### src/rtl/pkh_pkg.sv
package pkh_pkg;
  // Number of tracked streams; the read address is {clear, channel}.
  localparam int unsigned PKH_NCH = 2;
  localparam int unsigned PKH_CW  = $clog2(PKH_NCH);
  localparam int unsigned PKH_AW  = PKH_CW + 1;

  typedef enum logic [PKH_AW-1:0] {
    PKH_RD_VOLT     = 2'd0,
    PKH_RD_CURR     = 2'd1,
    PKH_RD_VOLT_CLR = 2'd2,
    PKH_RD_CURR_CLR = 2'd3
  } pkh_addr_e;
endpackage

### src/rtl/pkh_abs.sv
module pkh_abs #(
  parameter int unsigned DW = 16
) (
  input  logic [DW-1:0] smp,
  output logic [DW-1:0] mag
);
  localparam logic [DW-1:0] MOST_NEG = {1'b1, {(DW-1){1'b0}}};

  // Two's complement negate; the most negative code maps onto itself,
  // which read as unsigned is exactly its magnitude.
  always_comb begin
    if (smp[DW-1]) mag = (~smp) + 1'b1;
    else           mag = smp;
  end

  // a magnitude with its top bit set can only come from the most negative code
  always_comb begin
    if (mag[DW-1]) p_msb_only_most_neg_r2: assert (smp == MOST_NEG);
  end
endmodule

### src/rtl/pkh_tracker.sv
module pkh_tracker #(
  parameter int unsigned DW = 16
) (
  input  logic          clk,
  input  logic          rst,
  input  logic          vld,
  input  logic [DW-1:0] mag,
  input  logic          clr,
  output logic [DW-1:0] peak
);
  logic bigger;
  assign bigger = vld && (mag > peak);

  always_ff @(posedge clk) begin
    if (rst)         peak <= '0;
    else if (clr)    peak <= vld ? mag : '0;
    else if (bigger) peak <= mag;
  end

  p_no_drop_r3: assert property (@(posedge clk) disable iff (rst)
    !clr |=> peak >= $past(peak));
  p_hold_idle_r3: assert property (@(posedge clk) disable iff (rst)
    (!clr && !vld) |=> $stable(peak));
  p_clear_zero_r6: assert property (@(posedge clk) disable iff (rst)
    (clr && !vld) |=> peak == '0);
  p_clear_keeps_sample_r7: assert property (@(posedge clk) disable iff (rst)
    (clr && vld) |=> peak == $past(mag));
endmodule

### src/rtl/pkh_rdport.sv
module pkh_rdport #(
  parameter int unsigned DW  = 16,
  parameter int unsigned NCH = 2,
  parameter int unsigned CW  = 1,
  parameter int unsigned AW  = 2
) (
  input  logic                   clk,
  input  logic                   rst,
  input  logic                   rd_en,
  input  logic [AW-1:0]          rd_addr,
  input  logic [NCH-1:0][DW-1:0] peaks,
  output logic [NCH-1:0]         clr_req,
  output logic [DW-1:0]          rd_data,
  output logic                   rd_valid
);
  logic [CW-1:0] sel;
  logic          is_clr;
  assign sel    = rd_addr[CW-1:0];
  assign is_clr = rd_addr[AW-1];

  for (genvar c = 0; c < NCH; c++) begin : g_clr
    assign clr_req[c] = rd_en && is_clr && (sel == CW'(c));
  end

  always_ff @(posedge clk) begin
    if (rst) begin
      rd_data  <= '0;
      rd_valid <= 1'b0;
    end else begin
      rd_valid <= rd_en;
      if (rd_en) rd_data <= peaks[sel];
    end
  end

  p_one_clear_r9: assert property (@(posedge clk) disable iff (rst)
    $onehot0(clr_req));
  p_rd_valid_r8: assert property (@(posedge clk) disable iff (rst)
    rd_en |=> rd_valid);
  p_rd_idle_r8: assert property (@(posedge clk) disable iff (rst)
    !rd_en |=> !rd_valid);
endmodule

### src/rtl/peak_hold_regs.sv
module peak_hold_regs
  import pkh_pkg::*;
#(
  parameter int unsigned DW = 16
) (
  input  logic                 clk,
  input  logic                 rst,
  input  logic                 v_valid,
  input  logic [DW-1:0]        v_sample,
  input  logic                 i_valid,
  input  logic [DW-1:0]        i_sample,
  input  logic                 rd_en,
  input  logic [PKH_AW-1:0]    rd_addr,
  output logic [DW-1:0]        rd_data,
  output logic                 rd_valid
);
  logic [PKH_NCH-1:0]         vld;
  logic [PKH_NCH-1:0][DW-1:0] smp;
  logic [PKH_NCH-1:0][DW-1:0] mag;
  logic [PKH_NCH-1:0][DW-1:0] peaks;
  logic [PKH_NCH-1:0]         clr_req;

  assign vld = {i_valid, v_valid};
  assign smp = {i_sample, v_sample};

  for (genvar c = 0; c < PKH_NCH; c++) begin : g_ch
    pkh_abs #(.DW(DW)) u_abs (
      .smp (smp[c]),
      .mag (mag[c])
    );
    pkh_tracker #(.DW(DW)) u_trk (
      .clk  (clk),
      .rst  (rst),
      .vld  (vld[c]),
      .mag  (mag[c]),
      .clr  (clr_req[c]),
      .peak (peaks[c])
    );
    // a channel with no strobe and no clear keeps its peak
    p_chan_isolated_r4: assert property (@(posedge clk) disable iff (rst)
      (!vld[c] && !clr_req[c]) |=> $stable(peaks[c]));
  end

  pkh_rdport #(.DW(DW), .NCH(PKH_NCH), .CW(PKH_CW), .AW(PKH_AW)) u_rd (
    .clk      (clk),
    .rst      (rst),
    .rd_en    (rd_en),
    .rd_addr  (rd_addr),
    .peaks    (peaks),
    .clr_req  (clr_req),
    .rd_data  (rd_data),
    .rd_valid (rd_valid)
  );

  p_read_returns_peak_r5: assert property (@(posedge clk) disable iff (rst)
    rd_en |=> rd_data == $past(peaks[rd_addr[PKH_CW-1:0]]));
endmodule

### config.mk
export PLATFORM = sky130hd
export DESIGN_NAME = peak_hold_regs
export DESIGN_NICKNAME = d
export VERILOG_FILES = /design/src/rtl/pkh_pkg.sv /design/src/rtl/pkh_abs.sv /design/src/rtl/pkh_tracker.sv /design/src/rtl/pkh_rdport.sv /design/src/rtl/peak_hold_regs.sv
export SDC_FILE = /design/constraint.sdc
export NUM_CORES = 1
export LEC_CHECK = 0
export BUFFER_PORTS_ARGS = -buffer_cell sky130_fd_sc_hd__buf_2
export CORE_MARGIN = 1
export CORE_UTILIZATION = 30
export DETAILED_ROUTE_END_ITERATION = 16
export PLACE_DENSITY = 0.44
export SLEW_MARGIN = 20
export SYNTH_ARGS = -nofsm -noshare
export SYNTH_HDL_FRONTEND = slang
export SYNTH_SLANG_ARGS = --single-unit
### constraint.sdc
create_clock -name clk -period 5.15 [get_ports clk]
set_input_delay 0.515 -clock clk [delete_from_list [all_inputs] [get_ports clk]]
set_output_delay 0.515 -clock clk [all_outputs]
set_load 0.005 [all_outputs]
Yosys cells after proc, flatten, opt, wreduce, memory -nomap -nowiden
Index checks and enable logic that the tools add are counted. W data, S select, Z words.

Bits in registers: 49. Latch bits: 0. RAM bits: 0. ROM bits: 0. Input port bits: 39. Output and inout port bits: 17. Word-level logic and storage cells: 29. Memories kept: 0.

Add/subtract/negate cells: 2. Multiply operators: 0. Divide/modulo/power cells: 0. $lt $le $gt $ge: 3. Equality and inequality tests: 0. Shift operators: 0. Muxes and demuxes: 10. Bitwise gates (word level): 3. Reductions and logical operators: 7.

Operators by type and width (number): $mux W16 (10); $add A16 B1 Y16 const B (2); $gt A16 B16 Y1 (2); $not A16 Y16 (2); $logic_and A1 B1 Y1 (5); $reduce_bool A2 Y1 (2); $lt A1 B2 Y1 const B (1); $not A1 Y1 (1).

Logic depth before layout (Yosys ltp)
Gate-level depths: netlist of run 1.

Depth after elaboration: 7. Depth in mapped cells: 13.

Hierarchy
From an unflattened synthesis of run 1, not the netlist that was laid out.

Cell total of the unflattened synthesis: 377. Area, all modules: 3467.1 um2.

Modules (own cells, without submodules): pkh_tracker (instances 2, cells each 102, area each 987.2 um2, seq. area each 320.3 um2); pkh_rdport (instances 1, cells each 77, area each 762.0 um2, seq. area each 340.3 um2); pkh_abs (instances 2, cells each 48, area each 365.4 um2, seq. area each 0.0 um2).

Worst setup path before layout of run 1
Ideal clock, no wire load.

Path kind: input -> register. Start: input port i_sample[0]. End: register g_ch[1].u_trk.peak[10]. Library setup time: 72 ps. Data arrival time: 3424 ps. Data required time: 5078 ps. Path slack: 1655 ps. Stages: 12. Buffers on the path: 2. Cells stage by stage: inv_1 -> ha_1 -> or3b_2 -> clkbuf_1 -> o41ai_1 -> xnor2_1 -> ha_1 -> nand4_1 -> a2111oi_1 -> o41ai_4 -> buf_4 -> mux2i_1.

Word-level cells in the longest chain between the ends: 6.

RTL lines: from (decl) (RTL line peak_hold_regs.sv:11) `input logic [DW-1:0] i_sample,`; $not A16 Y16 (RTL line pkh_abs.sv:12) `if (smp[DW-1]) mag = (~smp) + 1'b1;`; $add A16 B1 Y16 (RTL line pkh_abs.sv:12); $mux W16 * (RTL line pkh_abs.sv:12); $gt A16 B16 Y1 (RTL line pkh_tracker.sv:12) `assign bigger = vld && (mag > peak);`; $logic_and A1 B1 Y1 (RTL line pkh_tracker.sv:12); $reduce_bool A2 Y1 (no source line); to (signal assigned) (RTL line pkh_tracker.sv:16) `else if (clr) peak <= vld ? mag : '0;`; to (signal assigned) (RTL line pkh_tracker.sv:17) `else if (bigger) peak <= mag;`; to (decl) (RTL line pkh_tracker.sv:9) `output logic [DW-1:0] peak`.

Every way passes the cells marked *; elsewhere a longest branch is shown, timed or not. The select of a mux whose other input is x is not followed. A chain may end at the register's enable or synchronous reset.

Final worst setup path of run 1
Start: input port i_sample[0]. End: register g_ch[1].u_trk.peak[0].

The elaborated chain is that of the path after synthesis.

==> results of run 1 <==
sequential cells by signal (all words and copies together) (netlist names):
signal / flops
g_ch.u_trk.peak: 32
u_rd.rd_data: 16
u_rd.rd_valid: 1
stage by stage:
step / area [µm²] / util, % / total power [mW]
after floorplan: 3620 / - / 0.703
after global placement: 3980 / 34.3 / 0.797
after detailed placement: 3980 / 34.3 / 0.800
after CTS: 4120 / 35.5 / 1.13
after global routing: 4120 / 35.5 / 1.20
final: 4120 / 35.5 / 1.11
synth_stat cells (all sizes together):
library cell	count	area, µm²
nand3b	1	7.51
nor2	20	75.1
nand3	5	25.0
mux2	1	11.3
a211oi	18	135
or4	5	41.3
o211ai	4	30.0
buf	6	45.0
o21ba	1	10.0
mux2i	48	480
nor4	2	27.5
o41ai	13	170
and4b	1	10.0
o31ai	8	60.1
a21o	4	30.0
clkbuf	18	67.6
o41a	1	12.5
o21ai	7	35.0
a2111oi	2	25.0
nand2b	34	213
dfxtp	49	981
ha	34	425
nand2	39	146
xor2	1	8.76
or3b	1	8.76
inv	37	139
a21oi	12	60.1
xnor2	25	219
nor2b	3	18.8
nand4	8	50.1
or2	4	25.0
or3	4	30.0
final cells by class:
| cell class | instances | area (µm²) |
|---|---|---|
| repair buffers | 57 | 290 |
| inverters | 37 | 139 |
| flip-flops and latches | 49 | 981 |
| multi-input cells | 306 | 2390 |
| clock buffers | 7 | 143 |
| fillers | 1224 | 7490 |
| well taps | 143 | 179 |
layout by cell type (no fill, tap or decap), drive strengths merged, types with 5 or more instances in the layout:
master and instances:
buf 57, nor2 20, a21oi 12, nand4 8, dfxtp 49, inv 37
o31ai 8, xnor2 25, o41ai 13, nand2b 34, nand2 39, nand3 5
clkbuf 7, ha 34, a211oi 18, o21ai 7, or4 5, mux2i 48
worst register-to-register path, stage by stage (launching register included):
cell and delay, ns:
dfxtp_1 0.39, inv_1 0.06, ha_1 0.32, nand4_1 0.21, o41ai_1 0.43, nand2_1 0.15
o41ai_4 0.07, buf_4 0.34, mux2i_1 0.24
power by group through the flow:
| stage | Sequential (mW) | Clock, mW | Combinational [mW] |
|---|---|---|---|
| global placement | 0.458 | 0 | 0.339 |
| global route | 0.455 | 0.356 | 0.386 |
| floorplan | 0.448 | 0 | 0.255 |
| finish | 0.449 | 0.326 | 0.339 |
| detailed placement | 0.459 | 0 | 0.341 |
| CTS | 0.451 | 0.338 | 0.344 |
path summary, 6_finish.rpt:
kind / to / start / cells after the start
hold / removal: u_rd.rd_data[6] / u_rd.rd_data[6] / 2
setup reg to reg: g_ch[0].u_trk.peak[7] / g_ch[0].u_trk.peak[11] / 8
setup / recovery: g_ch[1].u_trk.peak[0] / i_sample[0] / 12
hold reg to reg: u_rd.rd_data[6] / u_rd.rd_data[6] / 2
per-layer routing:
| layer | GRT usage (%) | wire length [µm] | vias to the layer above | part of all wire [%] |
|---|---|---|---|---|
| met4 | 2.79 | 47 | 0 | 0.56 |
| li1 | - | - | 1542 | - |
| met5 | 0 | 0 | - | 0 |
| met1 | 19.0 | 4060 | 1355 | 48 |
| met2 | 25.2 | 4120 | 28 | 49 |
| met3 | 2.78 | 198 | 5 | 2.3 |
kinds of logic after synthesis:
| group | Yosys count | share of synthesized area [%] |
|---|---|---|
| AO/OA/AOI/OAI | 70 | 15.7 |
| XOR/XNOR | 26 | 6.28 |
| adder cells (fa/ha/maj) | 34 | 11.7 |
| buffers and inverters | 61 | 6.94 |
| flip-flops | 49 | 27.1 |
| multiplexers | 49 | 13.6 |
| AND/OR/NAND/NOR | 127 | 18.7 |
==> flow_summary.json, run 1 <==
{
  "fin_tns_setup_ns": 0,
  "slowest_stage": "a2111oi_1",
  "cts_hold_buf": 0,
  "drt_first_pass_iters": 10,
  "die_h_um": 112,
  "fp.coreArea_mm2": 0.0116,
  "portBuffers": 55,
  "die-area_mm2": 0.0125,
  "end_kind": "register",
  "power.share.clock_pct": 29.3,
  "crit_buf_inv": 3,
  "synth.avg_cell_area_um2": 8.71,
  "status": "finished with violations",
  "cpLargestDelayFamily": "compound AO/OA/AOI/OAI gates",
  "netlist_area_mm2": 0.00362,
  "ys_seq_area_share_pct": 27.1,
  "path_class": "input port to register",
  "grt_pass1_wl_mm": 14.7,
  "setup_ws_ns": 1.71,
  "grtUsageTotal_pct": 14.6,
  "slowest_delay_ns": 0.59,
  "synth_cells": 416,
  "area_growth_pct": 13.8,
  "ys_warn_count": 0,
  "gp_congestion": 0.758,
  "crit_fanout": 16,
  "grt-ovfl-total": 0,
  "drtAntennaViolNets": 0,
  "switching_power_uw": 350,
  "ctsResizeCount": 0,
  "diodes": 0,
  "clock_latency_ns": 0.29,
  "crit_arrival_ns": 3.61,
  "grt_pass1_vias": 3046,
  "ys_seq_elements": 49,
  "rrSetupSlack_ns": 2.87,
  "p_comb_share_pct": 30.4,
  "cts_buffers": 5,
  "cpMostUsedCell": "ha_1",
  "p_leak_nw": 1.76,
  "dp_worst_setup_slack_ns": 1.38,
  "routedWlPerCell_um": 14.1,
  "slew_violations": 0,
  "place_inst": 592,
  "cts_tree": "built",
  "hold_viol": 0,
  "skew_ns": 0.00512,
  "post_cts_buffers": 0,
  "final_cells": 599,
  "fin_crit_ns": 3.44,
  "die_w_um": 112,
  "grt_max_degree": 52,
  "cts_buffer_depth": 2,
  "clk_pin_slew_ns": 0.06,
  "fmax_ghz": 0.290,
  "power.internal_uw": 763,
  "startpoint_type": "input port",
  "hpwl_mm": 6.53,
  "pwr-share-seq_pct": 40.3,
  "synth_nets": 489,
  "cts_num_sinks": 49,
  "period_share_pct": 66.9,
  "grt_antenna_before_repair": 0,
  "cp_data_required_time_ns": 5.31,
  "switching_share_pct": 31.4,
  "dr_total_vias": 2930,
  "maxSlewHeadroom_pct": 32.9,
  "cts-root-buf": "clkbuf_16",
  "p_per_area_mw_per_mm2": 270,
  "violations": "design-rule violations",
  "worstMarginPinSlew_ns": 1.00,
  "ios": 56,
  "crit_path_cell_trace": "buf_2 > inv_1 > ha_1 > or3b_2 > o41ai_1 > xnor2_1 > ha_1 > nand4_1 > a2111oi_1 > o41ai_4 > buf_4 > mux2i_1",
  "drive_above_1_share_pct": 17.1,
  "setup_violations": 0,
  "rows": 39,
  "maxCapViolCount": 0,
  "nNetsFinal": 529,
  "hold_path.class": "register to register",
  "wl_mm": 8.43,
  "start_util_pct": 31.2,
  "yosysUniqueCellTypes": 39,
  "dr.first_iter.drc_count": 124,
  "drc": 2,
  "rsz0062_at_grt": "false",
  "ir_drop_mv": 0.121,
  "htree_num_levels": 2,
  "drt-vias-per-instance": 4.89,
  "hold_slack_ns": 0.480
}
No activity file was read; power rests on OpenSTA's default activity.
==> inputs of run 2 (changes only) <==
- clock period: 5.15 -> 3.2 ns (I/O delays scaled with it)
==> flow_summary.json, run 2 (synthesized netlist as in run 1, its figures left out) <==
{
  "ios": 56,
  "regArea_um2": 981,
  "setup_violations": 0,
  "rr_endpoint": "g_ch[1].u_trk.peak[12]",
  "die_h_um": 112,
  "grt_max_degree": 52,
  "hpwl_mm": 6.81,
  "r2r_start": "g_ch[1].u_trk.peak[1]",
  "grt_pass1_vias": 3079,
  "diodes": 0,
  "min-delay-start": "v_sample[0]",
  "top_register": "g_ch.u_trk.peak",
  "routedWlPerCell_um": 13.7,
  "grt_pass1_wl_mm": 14.4,
  "fmax_ghz": 0.322,
  "cp_data_required_time_ns": 3.42,
  "slew_violations": 0,
  "cts_num_sinks": 49,
  "crit_arrival_ns": 3.32,
  "grtUsageTotal_pct": 14.6,
  "layout_commonest_cell": "buf_2",
  "pwr-share-seq_pct": 35.0,
  "startpoint_type": "input port",
  "fp.coreArea_mm2": 0.0116,
  "fill_cells": 1210,
  "end_kind": "register",
  "top_regs": "g_ch.u_trk.peak x32, u_rd.rd_data x16, u_rd.rd_valid x1",
  "switching_power_uw": 618,
  "start_util_pct": 31.2,
  "path_class": "input port to register",
  "hold_path.class": "input port to register",
  "cts-root-buf": "clkbuf_16",
  "dr.first_iter.drc_count": 106,
  "clk_pin_slew_ns": 0.06,
  "p_leak_nw": 2.05,
  "period_share_pct": 97.0,
  "use_met2_pct": 25.7,
  "die_w_um": 112,
  "maxSlewHeadroom_pct": 45.6,
  "drt_first_pass_iters": 10,
  "cts_buffers": 5,
  "gr-usage-met3_pct": 2.83,
  "power.internal_mw": 1.45,
  "clock_latency_ns": 0.30,
  "multiInputGateArea_mm2": 0.00250,
  "rrSetupSlack_ns": 0.99,
  "status": "finished with violations",
  "crit_start": "v_sample[4]",
  "hold_viol": 0,
  "cp-endpoint": "g_ch[0].u_trk.peak[10]",
  "rsz0062_at_grt": "true",
  "p_comb_share_pct": 32.1,
  "power.share.clock_pct": 32.9,
  "rows": 39,
  "largest_reg_flops": 32,
  "crit_fanout": 10,
  "final_cell_mix": "buf_2, dfxtp_1, mux2i_1",
  "p_per_area_mw_per_mm2": 441,
  "grt-ovfl-total": 0,
  "nNetsFinal": 576,
  "drt-vias-per-instance": 4.79,
  "portBuffers": 55,
  "reg2reg_depth": 8,
  "drive_above_1_share_pct": 28.0,
  "use_met1_pct": 18.0,
  "htree_num_levels": 2,
  "die-area_mm2": 0.0125,
  "worstMarginPinSlew_ns": 0.815,
  "fin_crit_ns": 3.10,
  "violations": "design-rule violations",
  "gp_congestion": 0.769,
  "cts_hold_buf": 0,
  "switching_share_pct": 29.9,
  "final_cells": 647,
  "skew_ns": 0.00619,
  "drc": 2,
  "ir_drop_mv": 0.210,
  "final_area_mm2": 0.00469,
  "cts_tree": "built",
  "place_inst": 634,
  "maxCapViolCount": 0,
  "busiest_layer": "met2",
  "wl_mm": 8.89,
  "place_area_mm2": 0.00434,
  "dr_total_vias": 3102,
  "area_growth_pct": 29.5,
  "drtAntennaViolNets": 0,
  "grt_antenna_before_repair": 0,
  "cts_buffer_depth": 2
}
## run 2: cell types whose count changed in the layout (fill, tap and decap cells not counted), moves of 2 or more
| cell | change |
|---|---|
| buf_4 | +43 |
| o41ai_2 | +7 |
| buf_12 | +3 |
| bufinv_16 | +2 |
| a2111oi_4 | +2 |
| a211oi_1 | -2 |
| a211oi_2 | +2 |
| o41ai_1 | -7 |
## run 2: how the worst min path moves through the flow
stage / endpoint / slack, ns / cells after the start
after floorplan: g_ch[0].u_trk.peak[0] / 0.46 / 2
after global placement: u_rd.rd_data[12] / 0.47 / 2
after detailed placement: u_rd.rd_data[6] / 0.48 / 2
after CTS: g_ch[0].u_trk.peak[0] / 0.29 / 3
after global routing: g_ch[0].u_trk.peak[0] / 0.31 / 3
final: g_ch[0].u_trk.peak[0] / 0.29 / 3
## run 2: repair_timing
item,CTS,global route
resized for setup,0,16
setup buffers,0,4
endpoints found under the setup margin,0,31
## run 2: layout make-up
| type | instances | share of cell area [%] |
|---|---|---|
| multi-input cells | 306 | 53.4 |
| flip-flops and latches | 49 | 20.9 |
| repair buffers | 104 | 14.9 |
| well taps | 143 | 3.81 |
| inverters | 37 | 2.96 |
| clock buffers | 5 | 2.67 |
| clock inverters | 3 | 1.39 |
## run 2: per-layer routing
| layer | vias to the layer above | part of all wire, % |
|---|---|---|
| met5 | - | 0 |
| met1 | 1435 | 47 |
| met4 | 0 | 0.81 |
| met3 | 7 | 2.4 |
| li1 | 1635 | - |
| met2 | 25 | 50 |
## run 2: power by group through the flow
stage                     combinational [mW]  sequential (mW)  clock, mW
final                                  0.664            0.723      0.680
after global routing                   0.745            0.732      0.724
after CTS                              0.625            0.725      0.701
after detailed placement               0.619            0.739          0
after global placement                 0.613            0.737          0
after floorplan                        0.412            0.721          0
## run 2: critical path, stage by stage
cell and delay (ns):
buf_2 0.10, or4_4 0.62, o41a_2 0.41, xor2_1 0.27, ha_1 0.29, nand4_1 0.23, buf_4 0.17, a211oi_2 0.04
o41ai_4 0.34, buf_4 0.20, buf_12 0.13, mux2i_1 0.19
## run 2: through the flow
step / utilization (%) / setup WS, ns / hold slack [ns] / power (mW) / setup TNS, ns
6_report: 40.4 / 0.0962 / 0.290 / 2.07 / 0
5_1_grt: 40.4 / -0.0113 / 0.312 / 2.20 / -0.0113
4_1_cts: 39.0 / 0.0844 / 0.289 / 2.05 / 0
3_5_place_dp: 37.4 / -0.190 / 0.475 / 1.36 / -5.58
3_3_place_gp: 37.4 / -0.179 / 0.472 / 1.35 / -3.81
2_1_floorplan: - / 0.00754 / 0.459 / 1.13 / 0
